$ cat config.mk
export PLATFORM = sky130hd
export DESIGN_NAME = edge_script_launcher
export DESIGN_NICKNAME = d
export VERILOG_FILES = /design/src/rtl/edge_launch_pkg.sv /design/src/rtl/pin_conditioner.sv /design/src/rtl/trigger_config_bank.sv /design/src/rtl/trigger_qualifier.sv /design/src/rtl/script_dispatch.sv /design/src/rtl/edge_script_launcher.sv
export SDC_FILE = /design/constraint.sdc
export NUM_CORES = 1
export LEC_CHECK = 0
export BUFFER_PORTS_ARGS = -buffer_cell sky130_fd_sc_hd__buf_2
export CORE_AREA = 2 2 100 102
export CTS_CLUSTER_SIZE = 30
export DETAILED_ROUTE_END_ITERATION = 8
export DIE_AREA = 0 0 102 104
export HOLD_SLACK_MARGIN = 0.15
export PLACE_DENSITY_LB_ADDON = 0.08
export SYNTH_ARGS = -nofsm -noshare
export SYNTH_HDL_FRONTEND = slang
export SYNTH_SLANG_ARGS = --single-unit
$ cat constraint.sdc
create_clock -name clk -period 5.7 [get_ports clk]
set_input_delay 1.14 -clock clk [delete_from_list [all_inputs] [get_ports clk]]
set_output_delay 1.14 -clock clk [all_outputs]
set_load 0.02 [all_outputs]
$ cat src/rtl/edge_launch_pkg.sv
package edge_launch_pkg;

  localparam int MAX_PINS  = 8;
  localparam int PIN_SEL_W = 3;

  typedef enum logic [1:0] {
    DS_IDLE,
    DS_GAP,
    DS_WAKE_HI,
    DS_WAKE_LO
  } disp_state_t;

  // lowest set bit of a padded hit vector
  function automatic logic [PIN_SEL_W-1:0] lowest_hit(input logic [MAX_PINS-1:0] v);
    logic [PIN_SEL_W-1:0] r;
    r = '0;
    for (int i = MAX_PINS - 1; i >= 0; i--) begin
      if (v[i]) r = PIN_SEL_W'(i);
    end
    return r;
  endfunction

  // does an edge of this polarity qualify under the two mask bits
  function automatic logic edge_armed(input logic fall_bit, input logic both_bit,
                                      input logic is_rise);
    return fall_bit & (~is_rise | both_bit);
  endfunction

endpackage

$ cat src/rtl/pin_conditioner.sv
module pin_conditioner #(
  parameter int   SYNC_STAGES = 2,
  parameter int   DEB_CNT     = 4,
  parameter logic IDLE_LEVEL  = 1'b1
) (
  input  logic clk,
  input  logic rst_n,
  input  logic pin_i,
  output logic fall_o,
  output logic rise_o
);
  localparam int CNT_W = $clog2(DEB_CNT + 1);

  logic [SYNC_STAGES-1:0] sync_q;
  logic                   sampled;
  logic                   stable_q;
  logic [CNT_W-1:0]       cnt_q;
  logic                   settle_now;
  logic                   fall_q, rise_q;

  assign sampled    = sync_q[SYNC_STAGES-1];
  assign settle_now = (sampled != stable_q) && (cnt_q == CNT_W'(DEB_CNT - 1));

  always_ff @(posedge clk or negedge rst_n) begin
    if (!rst_n) begin
      sync_q <= {SYNC_STAGES{IDLE_LEVEL}};
    end else begin
      sync_q <= {sync_q[SYNC_STAGES-2:0], pin_i};
    end
  end

  always_ff @(posedge clk or negedge rst_n) begin
    if (!rst_n) begin
      stable_q <= IDLE_LEVEL;
      cnt_q    <= '0;
      fall_q   <= 1'b0;
      rise_q   <= 1'b0;
    end else begin
      fall_q <= settle_now & ~sampled;
      rise_q <= settle_now & sampled;
      if (sampled == stable_q) begin
        cnt_q <= '0;
      end else if (settle_now) begin
        stable_q <= sampled;
        cnt_q    <= '0;
      end else begin
        cnt_q <= cnt_q + 1'b1;
      end
    end
  end

  assign fall_o = fall_q;
  assign rise_o = rise_q;

  // a new debounced level must have been seen on the last two samples
  p_settle_seen_r2: assert property (@(posedge clk) disable iff (!rst_n)
    !$stable(stable_q) |-> ($past(sampled) == stable_q && $past(sampled, 2) == stable_q));

  // an edge flag follows a change of the debounced level
  p_edge_marks_change_r2: assert property (@(posedge clk) disable iff (!rst_n)
    (fall_q || rise_q) |-> (stable_q == rise_q));

endmodule

$ cat src/rtl/trigger_config_bank.sv
module trigger_config_bank #(
  parameter int NUM_JUMP  = 7,
  parameter int NUM_PINS  = 6,
  parameter int IDX_W     = 8,
  parameter int ADDR_W    = 4,
  parameter int FALL_ADDR = 8,
  parameter int BOTH_ADDR = 9
) (
  input  logic                clk,
  input  logic                rst_n,
  input  logic                we_i,
  input  logic [ADDR_W-1:0]   addr_i,
  input  logic [IDX_W-1:0]    wdata_i,
  output logic [IDX_W-1:0]    jump_o [NUM_JUMP],
  output logic [NUM_PINS-1:0] fall_mask_o,
  output logic [NUM_PINS-1:0] both_mask_o
);
  logic [NUM_PINS-1:0] fall_q, both_q;
  logic                hit_fall, hit_both;

  assign hit_fall = we_i && (addr_i == ADDR_W'(FALL_ADDR));
  assign hit_both = we_i && (addr_i == ADDR_W'(BOTH_ADDR));

  for (genvar g = 0; g < NUM_JUMP; g++) begin : g_jump
    logic [IDX_W-1:0] jq;
    logic             hit;
    assign hit = we_i && (addr_i == ADDR_W'(g));
    always_ff @(posedge clk or negedge rst_n) begin
      if (!rst_n)   jq <= '0;
      else if (hit) jq <= wdata_i;
    end
    assign jump_o[g] = jq;
  end

  always_ff @(posedge clk or negedge rst_n) begin
    if (!rst_n) begin
      fall_q <= '0;
      both_q <= '0;
    end else begin
      if (hit_fall) fall_q <= wdata_i[NUM_PINS-1:0];
      if (hit_both) both_q <= wdata_i[NUM_PINS-1:0];
    end
  end

  assign fall_mask_o = fall_q;
  assign both_mask_o = both_q;

  // masks only move on a config write
  p_masks_hold_r10: assert property (@(posedge clk) disable iff (!rst_n)
    !we_i |=> ($stable(fall_q) && $stable(both_q)));

  // jump register 0 only moves on a write to its own address
  p_jump0_hold_r3: assert property (@(posedge clk) disable iff (!rst_n)
    !(we_i && addr_i == '0) |=> $stable(jump_o[0]));

endmodule

$ cat src/rtl/trigger_qualifier.sv
module trigger_qualifier
  import edge_launch_pkg::*;
#(
  parameter int NUM_PINS = 6,
  parameter int SPI_PINS = 3
) (
  input  logic                 clk,
  input  logic                 rst_n,
  input  logic [NUM_PINS-1:0]  fall_ev_i,
  input  logic [NUM_PINS-1:0]  rise_ev_i,
  input  logic [NUM_PINS-1:0]  fall_mask_i,
  input  logic [NUM_PINS-1:0]  both_mask_i,
  input  logic                 spi_sel_n_i,
  output logic                 trig_v_o,
  output logic [PIN_SEL_W-1:0] trig_pin_o
);
  logic [NUM_PINS-1:0] hit;
  logic [MAX_PINS-1:0] hit_pad;

  for (genvar g = 0; g < NUM_PINS; g++) begin : g_pin
    logic armed, blocked;
    assign armed = (fall_ev_i[g] & edge_armed(fall_mask_i[g], both_mask_i[g], 1'b0)) |
                   (rise_ev_i[g] & edge_armed(fall_mask_i[g], both_mask_i[g], 1'b1));
    if (g < SPI_PINS) begin : g_shared
      assign blocked = ~spi_sel_n_i;
    end else begin : g_free
      assign blocked = 1'b0;
    end
    assign hit[g] = armed & ~blocked;
  end

  always_comb begin
    hit_pad                = '0;
    hit_pad[NUM_PINS-1:0]  = hit;
  end

  assign trig_v_o   = |hit;
  assign trig_pin_o = lowest_hit(hit_pad);

  // shared pins never win while the serial select is active
  p_spi_gate_r9: assert property (@(posedge clk) disable iff (!rst_n)
    (!spi_sel_n_i && trig_v_o) |-> (int'(trig_pin_o) >= SPI_PINS));

  // an empty falling mask blocks every trigger
  p_fall_off_r5: assert property (@(posedge clk) disable iff (!rst_n)
    (fall_mask_i == '0) |-> !trig_v_o);

  // the served pin really had an edge
  p_served_has_edge_r6: assert property (@(posedge clk) disable iff (!rst_n)
    trig_v_o |-> (fall_ev_i[trig_pin_o] || rise_ev_i[trig_pin_o]));

endmodule

$ cat src/rtl/script_dispatch.sv
module script_dispatch
  import edge_launch_pkg::*;
#(
  parameter int               NUM_JUMP = 7,
  parameter int               IDX_W    = 8,
  parameter logic [IDX_W-1:0] WAKE_IDX = 8'd2
) (
  input  logic                 clk,
  input  logic                 rst_n,
  input  logic                 trig_v_i,
  input  logic [PIN_SEL_W-1:0] trig_pin_i,
  input  logic [IDX_W-1:0]     jump_i [NUM_JUMP],
  input  logic                 pwr_down_i,
  input  logic                 busy_i,
  output logic                 start_o,
  output logic [IDX_W-1:0]     start_idx_o,
  output logic                 abort_o,
  output logic                 wake_o
);
  disp_state_t          state_q;
  logic [PIN_SEL_W-1:0] pend_pin_q;
  logic                 start_q, abort_q, wake_q;
  logic [IDX_W-1:0]     idx_q;

  logic trig_wake, trig_abort, trig_direct, gap_fire, chain_fire;

  assign trig_wake   = trig_v_i && pwr_down_i;
  assign trig_abort  = trig_v_i && !pwr_down_i && busy_i;
  assign trig_direct = trig_v_i && !pwr_down_i && !busy_i;
  assign gap_fire    = !trig_v_i && (state_q == DS_GAP);
  assign chain_fire  = !trig_v_i && (state_q == DS_WAKE_LO) && !busy_i;

  always_ff @(posedge clk or negedge rst_n) begin
    if (!rst_n) begin
      state_q    <= DS_IDLE;
      pend_pin_q <= '0;
      start_q    <= 1'b0;
      abort_q    <= 1'b0;
      wake_q     <= 1'b0;
      idx_q      <= '0;
    end else begin
      start_q <= 1'b0;
      abort_q <= 1'b0;
      wake_q  <= 1'b0;
      if (trig_v_i) begin
        pend_pin_q <= trig_pin_i;
        if (trig_wake) begin
          start_q <= 1'b1;
          wake_q  <= 1'b1;
          idx_q   <= WAKE_IDX;
          state_q <= DS_WAKE_HI;
        end else if (trig_abort) begin
          abort_q <= 1'b1;
          state_q <= DS_GAP;
        end else begin
          start_q <= 1'b1;
          idx_q   <= jump_i[trig_pin_i];
          state_q <= DS_IDLE;
        end
      end else begin
        case (state_q)
          DS_GAP: begin
            start_q <= 1'b1;
            idx_q   <= jump_i[pend_pin_q];
            state_q <= DS_IDLE;
          end
          DS_WAKE_HI: if (busy_i) state_q <= DS_WAKE_LO;
          DS_WAKE_LO: if (chain_fire) begin
            start_q <= 1'b1;
            idx_q   <= jump_i[pend_pin_q];
            state_q <= DS_IDLE;
          end
          default: state_q <= DS_IDLE;
        endcase
      end
    end
  end

  assign start_o     = start_q;
  assign start_idx_o = idx_q;
  assign abort_o     = abort_q;
  assign wake_o      = wake_q;

  // stop and start never share a cycle
  p_no_overlap_r11: assert property (@(posedge clk) disable iff (!rst_n)
    !(abort_o && start_o));

  // wake marks only a start of the reserved index
  p_wake_index_r8: assert property (@(posedge clk) disable iff (!rst_n)
    wake_o |-> (start_o && start_idx_o == WAKE_IDX));

  // an abort is followed by a start unless a fresh abort pre-empts it
  p_abort_follow_r7: assert property (@(posedge clk) disable iff (!rst_n)
    abort_o |=> (start_o || abort_o));

  // a trigger into a busy, powered device yields an abort
  p_busy_aborts_r7: assert property (@(posedge clk) disable iff (!rst_n)
    trig_abort |=> abort_o);

  // a powered-down trigger yields a wake start next cycle
  p_down_wakes_r8: assert property (@(posedge clk) disable iff (!rst_n)
    trig_wake |=> wake_o);

endmodule

$ cat src/rtl/edge_script_launcher.sv
module edge_script_launcher
  import edge_launch_pkg::*;
#(
  parameter int NUM_PINS    = 6,
  parameter int NUM_JUMP    = 7,
  parameter int IDX_W       = 8,
  parameter int ADDR_W      = 4,
  parameter int SPI_PINS    = 3,
  parameter int SYNC_STAGES = 2,
  parameter int DEB_CNT     = 4,
  parameter int WAKE_INDEX  = 2
) (
  input  logic                clk,
  input  logic                rst_n,
  input  logic [NUM_PINS-1:0] pin_i,
  input  logic                spi_sel_n_i,
  input  logic                cfg_we_i,
  input  logic [ADDR_W-1:0]   cfg_addr_i,
  input  logic [IDX_W-1:0]    cfg_wdata_i,
  input  logic                pwr_down_i,
  input  logic                script_busy_i,
  output logic                start_o,
  output logic [IDX_W-1:0]    start_idx_o,
  output logic                abort_o,
  output logic                wake_o
);
  logic [NUM_PINS-1:0]  fall_ev, rise_ev;
  logic [IDX_W-1:0]     jump [NUM_JUMP];
  logic [NUM_PINS-1:0]  fall_mask, both_mask;
  logic                 trig_v;
  logic [PIN_SEL_W-1:0] trig_pin;

  for (genvar g = 0; g < NUM_PINS; g++) begin : g_cond
    pin_conditioner #(
      .SYNC_STAGES(SYNC_STAGES),
      .DEB_CNT    (DEB_CNT),
      .IDLE_LEVEL (1'b1)
    ) i_cond (
      .clk   (clk),
      .rst_n (rst_n),
      .pin_i (pin_i[g]),
      .fall_o(fall_ev[g]),
      .rise_o(rise_ev[g])
    );
  end

  trigger_config_bank #(
    .NUM_JUMP(NUM_JUMP),
    .NUM_PINS(NUM_PINS),
    .IDX_W   (IDX_W),
    .ADDR_W  (ADDR_W)
  ) i_bank (
    .clk        (clk),
    .rst_n      (rst_n),
    .we_i       (cfg_we_i),
    .addr_i     (cfg_addr_i),
    .wdata_i    (cfg_wdata_i),
    .jump_o     (jump),
    .fall_mask_o(fall_mask),
    .both_mask_o(both_mask)
  );

  trigger_qualifier #(
    .NUM_PINS(NUM_PINS),
    .SPI_PINS(SPI_PINS)
  ) i_qual (
    .clk        (clk),
    .rst_n      (rst_n),
    .fall_ev_i  (fall_ev),
    .rise_ev_i  (rise_ev),
    .fall_mask_i(fall_mask),
    .both_mask_i(both_mask),
    .spi_sel_n_i(spi_sel_n_i),
    .trig_v_o   (trig_v),
    .trig_pin_o (trig_pin)
  );

  script_dispatch #(
    .NUM_JUMP(NUM_JUMP),
    .IDX_W   (IDX_W),
    .WAKE_IDX(IDX_W'(WAKE_INDEX))
  ) i_disp (
    .clk        (clk),
    .rst_n      (rst_n),
    .trig_v_i   (trig_v),
    .trig_pin_i (trig_pin),
    .jump_i     (jump),
    .pwr_down_i (pwr_down_i),
    .busy_i     (script_busy_i),
    .start_o    (start_o),
    .start_idx_o(start_idx_o),
    .abort_o    (abort_o),
    .wake_o     (wake_o)
  );

  // nothing leaves the block without a served trigger path
  p_quiet_without_trig_r1: assert property (@(posedge clk) disable iff (!rst_n)
    (fall_mask == '0 && !$past(trig_v) && !$past(script_busy_i) && !$past(pwr_down_i))
      |-> !abort_o);

endmodule

Word-level counts from Yosys, hierarchy flattened
Cells that the tools add are included.
{ "totals": {"reg_bits": 132, "in_bits": 24, "out_inout_bits": 11, "elab_cells": 217} }
{ "op_classes": {"n_reduce_logical": 34, "order_cmp": 2, "bitwise": 53, "mux": 45, "n_eq_ne": 32, "add_sub_neg": 6} }
{ "ops": {"columns": ["op", "count"], "rows": [
  ["$mux 8", 8],
  ["$mux 3", 18],
  ["$bmux 8 s3", 2],
  ["$and 1x1->1", 33],
  ["$logic_and 1x1->1", 20],
  ["$add 3x1->3 const B", 6],
  ["$eq 3x2->1 const B", 6],
  ["$pmux 8 s2", 1],
  ["$reduce_and 2->1", 7],
  ["$eq 4x3->1 const B", 3],
  ["$not 1->1", 12],
  ["$mux 1", 10],
  ["$eq 4x2->1 const B", 2],
  ["$eq 4x4->1 const B", 2],
  ["$ge 4x4->1 const B", 2],
  ["$mux 2", 4],
  ["$not 3->4", 2],
  ["$eq 1x1->1", 6],
  ["$ne 1x1->1", 6],
  ["$or 1x1->1", 6],
  ["$reduce_or 6->1", 1],
  ["$eq 2x2->1 const B", 2],
  ["$eq 4x1->1 const B", 1],
  ["$logic_not 4->1", 1],
  ["9 further kinds", 11]
]} }

Longest topological paths before layout
Gate-level depths: netlist of run 1.
{ "logic_depth": {"depth_word": 16, "ltp_mapped": 8, "depth_no_buf": 6} }

Modules after synthesis
From an unflattened synthesis of run 1, not the netlist that was laid out.
{ "hier_totals": {"cells_unflattened": 428, "area_unflattened_um2": 6062.1} }
{ "modules_own_cells": {"columns": ["module", "cells_each", "area_per_inst_um2", "seq_area_each_um2", "n_inst"], "rows": [
  ["trigger_config_bank", 154, 2595.0, 1701.6, 1],
  ["pin_conditioner", 17, 289.0, 203.9, 6],
  ["script_dispatch", 152, 1584.0, 400.4, 1],
  ["trigger_qualifier", 20, 148.9, 0.0, 1]
]} }

Least setup slack after synthesis of run 1
No wires, ideal clock.
{ "synth_path": {"path_type": "in2reg", "startpoint": "input port spi_sel_n_i", "endpoint": "register i_disp.idx_q[1], in the netlist i_disp.start_idx_o[1]", "setup_slack_ps": 3058, "arrival_ps": 2509, "t_required_ps": 5567, "stages": 8, "cell_sequence": "and2_4 -> and2_1 -> buf_4 -> a311oi_2 -> buf_6 -> mux2_1 -> nor4_1 -> o32ai_1"} }
{ "synth_via": {"elab_chain_cells": 11} }
{ "synth_lines": {"columns": ["item", "line", "text"], "rows": [
  ["from (decl)", "edge_script_launcher.sv:16", "input logic spi_sel_n_i,"],
  ["$and 1x1->1", "trigger_qualifier.sv:29", "assign hit[g] = armed & ~blocked;"],
  ["$mux 3 (3 in a row)", "edge_launch_pkg.sv:18", "if (v[i]) r = PIN_SEL_W'(i);"],
  ["$not 3->4 (implied by the code)", "script_dispatch.sv:57", "idx_q <= jump_i[trig_pin_i];"],
  ["$bmux 8 s3", "script_dispatch.sv:57", null],
  ["$mux 8 (implied by the code) (2 in a row)", "script_dispatch.sv:57", null],
  ["$mux 8", "script_dispatch.sv:52", "end else if (trig_abort) begin"],
  ["$mux 8", "script_dispatch.sv:47", "if (trig_wake) begin"],
  ["$mux 8", "script_dispatch.sv:45", "if (trig_v_i) begin"],
  ["to (signal assigned)", "script_dispatch.sv:57", null],
  ["to (signal assigned)", "script_dispatch.sv:64", "idx_q <= jump_i[pend_pin_q];"],
  ["to (signal assigned)", "script_dispatch.sv:70", "idx_q <= jump_i[pend_pin_q];"],
  ["to (decl)", "script_dispatch.sv:23", "logic [IDX_W-1:0] idx_q;"]
]} }
Several ways; a longest one is shown, not always the timed one. The select of a mux whose other input is x is not followed.
A chain may end at the register's enable or synchronous reset.

Worst setup path after layout of run 1
Same ends and word-level chain as after synthesis.

==> impl_metrics.tcl, run 1 <==
set metrics [dict create \
    multi_input_area_um2 2550 \
    hold_viol 0 \
    clock-root-buffer "clkbuf_8" \
    n_antenna_cell 0 \
    ys_seq_area_frac 0.551 \
    grt_max_degree 80 \
    h-tree-depth 4 \
    syn_nets 481 \
    start_util 0.632 \
    max-cap-violations 0 \
    ys_types 57 \
    grt_pass1_wl_um 21400 \
    stdcell_count 634 \
    antenna_left 0 \
    fp-row-count 36 \
    ys.warnings.count 0 \
    nFillCells 643 \
    relSlewSlack 0.202 \
    synthCells 451 \
    synth_edf_count 0 \
    timing.rr.end "i_disp.start_idx_o[1]$_DFFE_PN0P_" \
    startpoint "spi_sel_n_i" \
    holdBufCountCts 0 \
    numCtsBuffers 17 \
    finalWorstSetupSlack_ns 2.63 \
    powerDensity_nw_per_um2 485 \
    post_cts_resize_count 0 \
    p_leak_nw 3.07 \
    run_status "completed" \
    syn_area_per_cell_um2 13.4 \
    wl_um 13200 \
    crit_end "i_disp.start_idx_o[1]$_DFFE_PN0P_" \
    dieArea_um2 10600 \
    period_needed_ns 3.07 \
    groute.usage.overall 0.272 \
    path_clk_slew_ns 0.06 \
    period_share 0.539 \
    ir_drop_uv 266 \
    setup.worst_path.start_class "input pin" \
    drtIter0Drc 265 \
    ff2ff_path_depth 6 \
    ys_ff_latch 132 \
    numPortBuffers 34 \
    dp.cells 602 \
    worst_slew_pin_slew_ns 1.20 \
    first_pass_iters 7 \
    area_growth_pct 14.7 \
    rsz0062_at_grt "false" \
    syn-cell-area_um2 6030 \
    core_um2 9550 \
    reg2reg_slack_ns 2.74 \
    wl_met2_um 6450 \
    hold_path_class "flip-flop to flip-flop" \
    io_pins 35 \
    worst-path-stages 7 \
    cts_sinks 132 \
    final_cell_mix "dfrtp_1 (114), mux2_2 (74), buf_2 (33)" \
    dp_hpwl_um 8580 \
    cp.arrival_ns 3.46 \
    fmax_ghz 0.326 \
    antenna_found_initial 0 \
    gr-total-overflow 0 \
    post_cts_buffers 0 \
    cts_tree "yes" \
    async_flop_share 1.00 \
    crit_path_max_fanout 11 \
    fin_setup_tns_ns 0 \
    fin_nets 518 \
    slowest_stage "a311oi_2" \
    drv_slew 0 \
    placed_area_um2 6260 \
    crit_type "input pin to flip-flop" \
    cts_buffer_depth 2 \
    critical_path.cell_chain "buf_2, nand2_1, a211oi_1, a311oi_2, mux2_1, nor4_1, o32ai_1" \
    die_w_um 102 \
    grt_pass1_vias 4106 \
    final_area_um2 6920 \
    gp_congestion 0.818 \
    highest_layer "met4" \
    wl_met1_um 5470 \
    vias_per_cell 6.26 \
    critPathBufInv 1 \
    synth_flop_cell "dfrtp_1" \
    drc 0 \
    die_y_um 104 \
    wl_met3_um 993 \
    final_common_cell "dfrtp_1" \
    post_drt_wl_per_cell_um 20.9 \
    required_ns 6.09 \
    endpoint_kind "flip-flop" \
    drive_gt1_frac 0.379 \
    rr_startpoint "i_bank.both_mask_o[2]$_DFFE_PN0P_" \
    clk-insertion-delay-late_ns 0.53 \
    max_stage_delay_ns 1.03 \
    dr_total_vias 3966 \
    skew_ns 0.00430 \
    crit_family "compound AO/OA/AOI/OAI gates" \
    setup_viol 0 \
    dp_slack_ns 2.13 \
    seqCellArea_um2 3330 \
]
## cells in the mapped netlist (all sizes together), types with 2 or more instances
| master | n | area share |
|---|---|---|
| dfrtp | 114 | 0.47 |
| nor3b | 20 | 0.026 |
| and3 | 2 | 0.0023 |
| nand3 | 2 | 0.0025 |
| inv | 8 | 0.0050 |
| a211oi | 8 | 0.010 |
| and3b | 4 | 0.0058 |
| nor2b | 5 | 0.0052 |
| mux2 | 75 | 0.14 |
| a311oi | 2 | 0.0039 |
| nand2b | 7 | 0.0073 |
| o211ai | 8 | 0.010 |
| xnor2 | 6 | 0.0087 |
| nand3b | 2 | 0.0025 |
| nand2 | 18 | 0.012 |
| dfstp | 18 | 0.078 |
| a21boi | 2 | 0.0025 |
| buf | 8 | 0.010 |
| mux2i | 15 | 0.025 |
| a22oi | 2 | 0.0071 |
| o221ai | 8 | 0.012 |
| ha | 6 | 0.012 |
| mux4 | 8 | 0.030 |
| nor2 | 15 | 0.013 |
| o32a | 7 | 0.012 |
| and2 | 4 | 0.0050 |
| o21ai | 8 | 0.0066 |
| nor3 | 22 | 0.018 |
| a21oi | 20 | 0.017 |
| a21o | 7 | 0.010 |
| clkbuf | 9 | 0.011 |
## metrics by stage
step / utilization / hold slack [ns] / total power, W
CTS: 0.725 / 0.356 / 0.00338
floorplan: - / 0.345 / 0.00192
global route: 0.725 / 0.359 / 0.00352
global placement: 0.655 / 0.346 / 0.00210
finish: 0.725 / 0.355 / 0.00335
detailed placement: 0.655 / 0.347 / 0.00213
## flip-flops by register name, summed over array words and instances, names as in the netlist
register	cells
i_bank.g_jump.jq	56
i_disp.wake_o	1
i_disp.start_o	1
i_bank.fall_mask_o	6
g_cond.i_cond.stable_q	6
i_bank.both_mask_o	6
g_cond.i_cond.fall_o	6
i_disp.pend_pin_q	3
g_cond.i_cond.cnt_q	18
g_cond.i_cond.sync_q	12
i_disp.abort_o	1
g_cond.i_cond.rise_o	6
i_disp.start_idx_o	8
i_disp.state_q	2
## worst min-delay path by stage
stage | cells after the start | startpoint | endpoint | slack (ns)
after CTS | 0 | g_cond[0].i_cond.sync_q[0]$_DFF_PN1_ | g_cond[0].i_cond.sync_q[1]$_DFF_PN1_ | 0.36
after detailed placement | 0 | g_cond[2].i_cond.sync_q[0]$_DFF_PN1_ | g_cond[2].i_cond.sync_q[1]$_DFF_PN1_ | 0.35
after global placement | 0 | g_cond[1].i_cond.sync_q[0]$_DFF_PN1_ | g_cond[1].i_cond.sync_q[1]$_DFF_PN1_ | 0.35
after global routing | 0 | g_cond[0].i_cond.sync_q[0]$_DFF_PN1_ | g_cond[0].i_cond.sync_q[1]$_DFF_PN1_ | 0.36
after floorplan | 0 | g_cond[0].i_cond.sync_q[0]$_DFF_PN1_ | g_cond[0].i_cond.sync_q[1]$_DFF_PN1_ | 0.35
final | 0 | g_cond[0].i_cond.sync_q[0]$_DFF_PN1_ | g_cond[0].i_cond.sync_q[1]$_DFF_PN1_ | 0.35
## power breakdown
group / internal (W) / switching, W
sequential: 0.00118 / 0.000252
clock: 0.000804 / 0.000421
combinational: 0.000375 / 0.000320
total: 0.00236 / 0.000993
## kinds of logic (layout without fill, tap and decap cells)
logic type | count (synthesis) | after routing | share of synthesized area
flops | 132 | 132 | 0.551
fa+ha+maj | 6 | 6 | 0.0124
xor+xnor | 6 | 6 | 0.00871
mux | 98 | 98 | 0.195
compound gates | 80 | 80 | 0.104
buf+inv | 25 | 75 | 0.0257
simple gates | 104 | 104 | 0.103
## area by class of cell
cell class              instances  area share
well taps                     133      0.0240
inverters                       8     0.00434
multi-input cells             294       0.369
clock buffers                  17      0.0598
flip-flops and latches        132       0.480
clock inverters                15      0.0362
repair buffers                 35      0.0266
## per-layer routing
metal | vias to the layer above | track usage
li1 | 1757 | -
met1 | 2020 | 0.362
met2 | 161 | 0.416
met3 | 28 | 0.0820
met4 | 0 | 0.117
met5 | - | 0
No activity file was read; power rests on OpenSTA's default activity.
==> run 2, diff against run 1 <==
ABC_AREA = 1   (was not set)
CORE_AREA = 2 2 103 105   (was 2 2 100 102)
DIE_AREA = 0 0 105 107   (was 0 0 102 104)
clock period = 2.9 ns   (was 5.7 ns; I/O delays follow)
==> impl_metrics.tcl, run 2 <==
set metrics [dict create \
    run_status "completed" \
    seqCellArea_um2 3330 \
    drv_slew 0 \
    powerDensity_nw_per_um2 932 \
    dp_slack_ns 0.809 \
    max_stage_delay_ns 0.66 \
    largest_reg_flops 56 \
    reg2reg_slack_ns 0.74 \
    die_y_um 107 \
    period_needed_ns 2.16 \
    setup.worst_path.start_class "flip-flop" \
    endpoint_kind "flip-flop" \
    post_cts_buffers 0 \
    post_cts_resize_count 0 \
    grt_use_met3 0.0590 \
    clkPwrFrac 0.336 \
    async_flop_share 1.00 \
    syn_area_per_cell_um2 8.54 \
    required_ns 3.32 \
    yosys-top-cells-area "dfrtp_1 (48%), nand2_1 (9.6%), dfstp_2 (7.9%)" \
    fp-row-count 37 \
    final_area_um2 6950 \
    final_common_cell "nand2_1" \
    synth_flop_cell "dfrtp_1" \
    fin_setup_tns_ns 0 \
    period_share 0.744 \
    final_cell_mix "nand2_1 (154), dfrtp_1 (114), o21ai_0 (83)" \
    holdBufCountCts 7 \
    start_util 0.595 \
    synth_edf_count 0 \
    dieArea_um2 11200 \
    cts_tree "yes" \
    yosys.area.top_type "dfrtp_1" \
    worstHoldPathCells 3 \
    slowest_stage "dfrtp_1" \
    use_met2 0.424 \
    die_w_um 105 \
    syn_nets 733 \
    syn-cell-area_um2 6000 \
    pwr-share-seq 0.409 \
    rr_startpoint "i_disp.pend_pin_q[0]$_DFFE_PN0P_" \
    setup_viol 0 \
    holdPathEnd "i_disp.wake_o$_DFF_PN0_" \
    area_growth_pct 15.7 \
    relSlewSlack 0.481 \
    hp-start "pwr_down_i" \
    top_regs "i_bank.g_jump.jq: 56 flops, g_cond.i_cond.cnt_q: 18 flops, g_cond.i_cond.sync_q: 12 flops" \
    ys_seq_area_frac 0.554 \
    crit_type "flip-flop to flip-flop" \
    wl_um 14500 \
    antenna_left 0 \
    power_w 0.00647 \
    hold_viol 0 \
    skew_ns 0.0113 \
    fin_nets 775 \
    drtIter0Drc 660 \
    postLayoutCoreUtil 0.688 \
    io_pins 35 \
    use_met1 0.394 \
    placed_area_um2 6270 \
    cts_sinks 132 \
    synth_most_common_cell "nand2_1" \
    combPwrFrac 0.255 \
    multi_input_area_um2 2270 \
    p_int_w 0.00430 \
    dr_total_vias 4932 \
    grt_pass1_vias 4705 \
    grt_pass1_wl_um 23900 \
    antenna_found_initial 0 \
    ys_ff_latch 132 \
    nFillCells 823 \
    crit_path_max_fanout 15 \
    finalWorstSetupSlack_ns 0.742 \
    critical_path.cell_chain "inv_1, nand2_1, inv_1, nand2_1, a21oi_1, a211oi_1, nor2_1, nand2_1, nand2_1" \
    switchingPower_w 0.00217 \
    netSwitchingFraction 0.335 \
    ir_drop_uv 597 \
    numCtsBuffers 17 \
    ff2ff_path_depth 9 \
    p_leak_nw 3.39 \
    yosys-top-cells-count "nand2_1 (154), dfrtp_1 (114), o21ai_0 (83)" \
    gp_congestion 0.922 \
    path_clk_slew_ns 0.06 \
    drc 0 \
    n_antenna_cell 0 \
    first_pass_iters 6 \
    max-cap-violations 0 \
    clk-insertion-delay-late_ns 0.53 \
    regMostFlops "i_bank.g_jump.jq" \
    path_common_cell "nand2_1" \
    fmax_ghz 0.463 \
    core_um2 10100 \
    hold_path_class "input pin to flip-flop" \
    numPortBuffers 34 \
    vias_per_cell 5.52 \
    h-tree-depth 4 \
    timing.rr.end "i_disp.start_idx_o[1]$_DFFE_PN0P_" \
    clock-root-buffer "clkbuf_8" \
    worst_slew_pin_slew_ns 0.776 \
    busiest_layer "met2" \
    cts_buffer_depth 2 \
    ys_types 34 \
    dp_hpwl_um 9820 \
    gr-total-overflow 0 \
    ys.warnings.count 0 \
    groute.usage.overall 0.278 \
    rsz0062_at_grt "false" \
    drive_gt1_frac 0.142 \
    cp.arrival_ns 2.57 \
    post_drt_wl_per_cell_um 16.2 \
    synthCells 703 \
    yosys.area.top_type_share 0.475 \
    grt_max_degree 69 \
]
-- run 2: changes by cell type after synthesis, moves of 15 or more --
cell     previous run  this run
a21oi_1            19        42
inv_1               8        69
nand2_1            17       154
nor3b_1            19         0
mux2_2             74         0
mux2i_1            15         0
nor2_1              7        73
nand3_1             1        66
o21ai_0             8        83
-- run 2: cells by family (layout without fill, tap and decap cells) --
family | after synthesis | in the layout | synth area share
and+or+nand+nor | 320 | 320 | 0.232
buffers and inverters | 97 | 152 | 0.0677
DFF | 132 | 132 | 0.554
AOI/OAI and AO/OA | 142 | 142 | 0.125
adders and majority gates | 6 | 6 | 0.0125
xor gates and xnor gates | 6 | 6 | 0.00876
-- run 2: stage by stage --
step,hold slack (ns),std cells
final,0.343,894
after global routing,0.343,894
after CTS,0.323,894
after detailed placement,0.347,855
after global placement,0.347,855
after floorplan,0.284,703
-- run 2: critical path: cells and delay by family (launching register included) --
kind	cells	cell delay (ns)
buffers and inverters	2	0.41
and+or+nand+nor	5	0.62
AOI/OAI and AO/OA	2	0.35
DFF	1	0.66
-- run 2: worst max path at each step --
stage,startpoint,to,cells past startpoint
2_1_floorplan,spi_sel_n_i,i_disp.start_idx_o[6]$_DFFE_PN0P_,11
3_3_place_gp,spi_sel_n_i,i_disp.start_idx_o[2]$_DFFE_PN0P_,12
3_5_place_dp,cfg_addr_i[2],i_bank.g_jump[3].jq[7]$_DFFE_PN0P_,4
4_1_cts,i_disp.pend_pin_q[0]$_DFFE_PN0P_,i_disp.start_idx_o[1]$_DFFE_PN0P_,9
5_1_grt,i_disp.pend_pin_q[0]$_DFFE_PN0P_,i_disp.start_idx_o[1]$_DFFE_PN0P_,9
6_report,i_disp.pend_pin_q[0]$_DFFE_PN0P_,i_disp.start_idx_o[1]$_DFFE_PN0P_,9
-- run 2: area by class of cell --
class | count | area share
repair buffers | 46 | 0.0422
well taps | 136 | 0.0245
flip-flops and latches | 132 | 0.479
multi-input cells | 474 | 0.327
clock inverters | 8 | 0.0178
inverters | 74 | 0.0407
clock buffers | 24 | 0.0692
-- run 2: per-layer routing --
layer / vias up / routed length (um)
met1: 2311 / 6520
met4: 0 / 257
met5: - / 0
li1: 2370 / -
met3: 30 / 1040
met2: 221 / 6630
-- run 2: power by group through the flow --
stage,combinational [W],sequential (W),clock (W)
CTS,0.00164,0.00264,0.00219
global placement,0.00158,0.00265,0
detailed placement,0.00161,0.00266,0
global route,0.00188,0.00269,0.00228
finish,0.00165,0.00265,0.00217
floorplan,0.00114,0.00261,0
==> run 3, diff against run 2 <==
clock period = 2.18 ns   (was 2.9 ns; I/O delays follow)
==> impl_metrics.tcl, run 3 (same netlist as run 2, synthesis figures left out) <==
set metrics [dict create \
    rsz0062_at_grt "false" \
    whs_ns 0.216 \
    grt_pass1_wl_um 24400 \
    final_area_um2 7050 \
    die_y_um 107 \
    setup.worst_path.start_class "flip-flop" \
    critPathBufInv 1 \
    grt_pass1_vias 5109 \
    first_pass_iters 7 \
    cts_buffer_depth 2 \
    drtIter0Drc 435 \
    worst_slew_pin_slew_ns 0.736 \
    path_common_cell "nand2_1" \
    max_stage_delay_ns 0.38 \
    cp.arrival_ns 2.26 \
    final_common_cell "nand2_1" \
    dieArea_um2 11200 \
    ir_drop_uv 791 \
    period_share 0.847 \
    crit_path_max_fanout 27 \
    cts_tree "yes" \
    n_antenna_cell 0 \
    gr-total-overflow 0 \
    clk-insertion-delay-late_ns 0.53 \
    wl_um 14300 \
    hold_viol 0 \
    placed_area_um2 6370 \
    h-tree-depth 4 \
    largest_reg_flops 56 \
    nFillCells 841 \
    slowest_stage "dfrtp_1" \
    max-cap-violations 0 \
    run_status "completed" \
    gp_congestion 0.900 \
    powerDensity_nw_per_um2 1230 \
    top_regs "i_bank.g_jump.jq: 56 flops, g_cond.i_cond.cnt_q: 18 flops, g_cond.i_cond.sync_q: 12 flops" \
    start_util 0.595 \
    grt_max_degree 38 \
    area_growth_pct 17.5 \
    drc 0 \
    worstHoldPathCells 3 \
    rr_startpoint "i_bank.both_mask_o[0]$_DFFE_PN0P_" \
    drv_slew 0 \
    setup_viol 0 \
    die_w_um 105 \
    clock-root-buffer "clkbuf_8" \
    ff2ff_path_depth 10 \
    crit_type "flip-flop to flip-flop" \
    required_ns 2.60 \
    endpoint_kind "flip-flop" \
    period_needed_ns 1.85 \
    final_cell_mix "nand2_1 (154), dfrtp_1 (114), o21ai_0 (83)" \
    cts_sinks 132 \
    antenna_found_initial 0 \
    io_pins 35 \
    p_leak_nw 3.45 \
    fmax_ghz 0.541 \
    timing.rr.end "i_disp.start_idx_o[4]$_DFFE_PN0P_" \
    fin_setup_tns_ns 0 \
    hp-start "pwr_down_i" \
    vias_per_cell 5.51 \
    skew_ns 0.00824 \
    numCtsBuffers 17 \
    post_drt_wl_per_cell_um 15.8 \
    numPortBuffers 34 \
    relSlewSlack 0.508 \
    fp-row-count 37 \
    crit_family "simple AND/OR/NAND/NOR gates" \
    dp.cells 866 \
    dr_total_vias 4984 \
    groute.usage.overall 0.283 \
    regMostFlops "i_bank.g_jump.jq" \
    antenna_left 0 \
    critical_path.cell_chain "a21o_1, nand3_2, buf_4, nand2_4, nand2_1, nand3_1, nand2_1, nand2_1, nand2_1, a21oi_2" \
    reg2reg_slack_ns 0.33 \
    postLayoutCoreUtil 0.699 \
    fin_nets 786 \
    core_um2 10100 \
    hold_path_class "input pin to flip-flop" \
    path_clk_slew_ns 0.06 \
    dp_hpwl_um 9580 \
    drive_gt1_frac 0.157 \
    stdcell_count 905 \
    holdPathEnd "i_disp.wake_o$_DFF_PN0_" \
]
-- run 3: cell count changes in the layout (fill, tap and decap cells not counted), sizes merged --
cell,before,now
clkinvlp,2,3
buf,39,50
clkinv,3,4
clkbuf,24,18
bufinv,3,4
inv,74,77
-- run 3: report_power, final --
part | total, W | switching, W | leakage (nW) | internal (W)
Sequential | 0.00349 | 0.000427 | 1.64 | 0.00306
Combinational | 0.00224 | 0.00141 | 1.51 | 0.000833
Clock | 0.00295 | 0.00108 | 0.292 | 0.00187
Total | 0.00868 | 0.00292 | 3.45 | 0.00577
-- run 3: tightest hold or removal path: cells and delay by family --
family | cells | cell delay [ns]
simple gates | 1 | 0.06
buf+inv | 2 | 0.21
-- run 3: how the worst max path moves through the flow --
stage | start | end | slack (ns) | depth (start not counted)
6_report | i_bank.both_mask_o[0]$_DFFE_PN0P_ | i_disp.start_idx_o[4]$_DFFE_PN0P_ | 0.33 | 10
5_1_grt | g_cond[0].i_cond.rise_o$_DFF_PN0_ | i_disp.start_idx_o[3]$_DFFE_PN0P_ | 0.18 | 9
3_5_place_dp | spi_sel_n_i | i_disp.start_idx_o[1]$_DFFE_PN0P_ | 0.29 | 11
3_3_place_gp | spi_sel_n_i | i_disp.start_idx_o[4]$_DFFE_PN0P_ | 0.33 | 12
2_1_floorplan | spi_sel_n_i | i_disp.start_idx_o[6]$_DFFE_PN0P_ | 0.60 | 11
4_1_cts | i_bank.both_mask_o[1]$_DFFE_PN0P_ | i_disp.start_idx_o[0]$_DFFE_PN0P_ | 0.35 | 11
-- run 3: per-stage QoR --
stage                     total power, W  worst slack, ns
after detailed placement         0.00571            0.285
after CTS                        0.00870            0.348
final                            0.00868            0.333
after global placement           0.00560            0.334
after floorplan                  0.00499            0.596
after global routing             0.00921            0.183
-- run 3: area by class of cell --
cell class | instances | area (um^2) | area share
clock buffer | 18 | 418 | 0.0592
inverter | 74 | 283 | 0.0401
sequential | 132 | 3330 | 0.471
timing repair buffer | 57 | 388 | 0.0550
multi-input combinational | 474 | 2270 | 0.322
tap | 136 | 170 | 0.0241
clock inverter | 14 | 200 | 0.0284
-- run 3: routing by layer --
| metal | track usage | up-vias | routed length [um] |
|---|---|---|---|
| met5 | 0 | - | 0 |
| met4 | 0.105 | 0 | 210 |
| met3 | 0.0650 | 19 | 1120 |
| met2 | 0.454 | 201 | 6730 |
| met1 | 0.379 | 2362 | 6260 |
| li1 | - | 2402 | - |
-- run 3: what timing repair did --
action                                 4_1_cts  5_1_grt
hold buffers                                 7        0
resized for setup                            0        0
endpoints found under the hold margin       38        0
setup buffers                                0        0
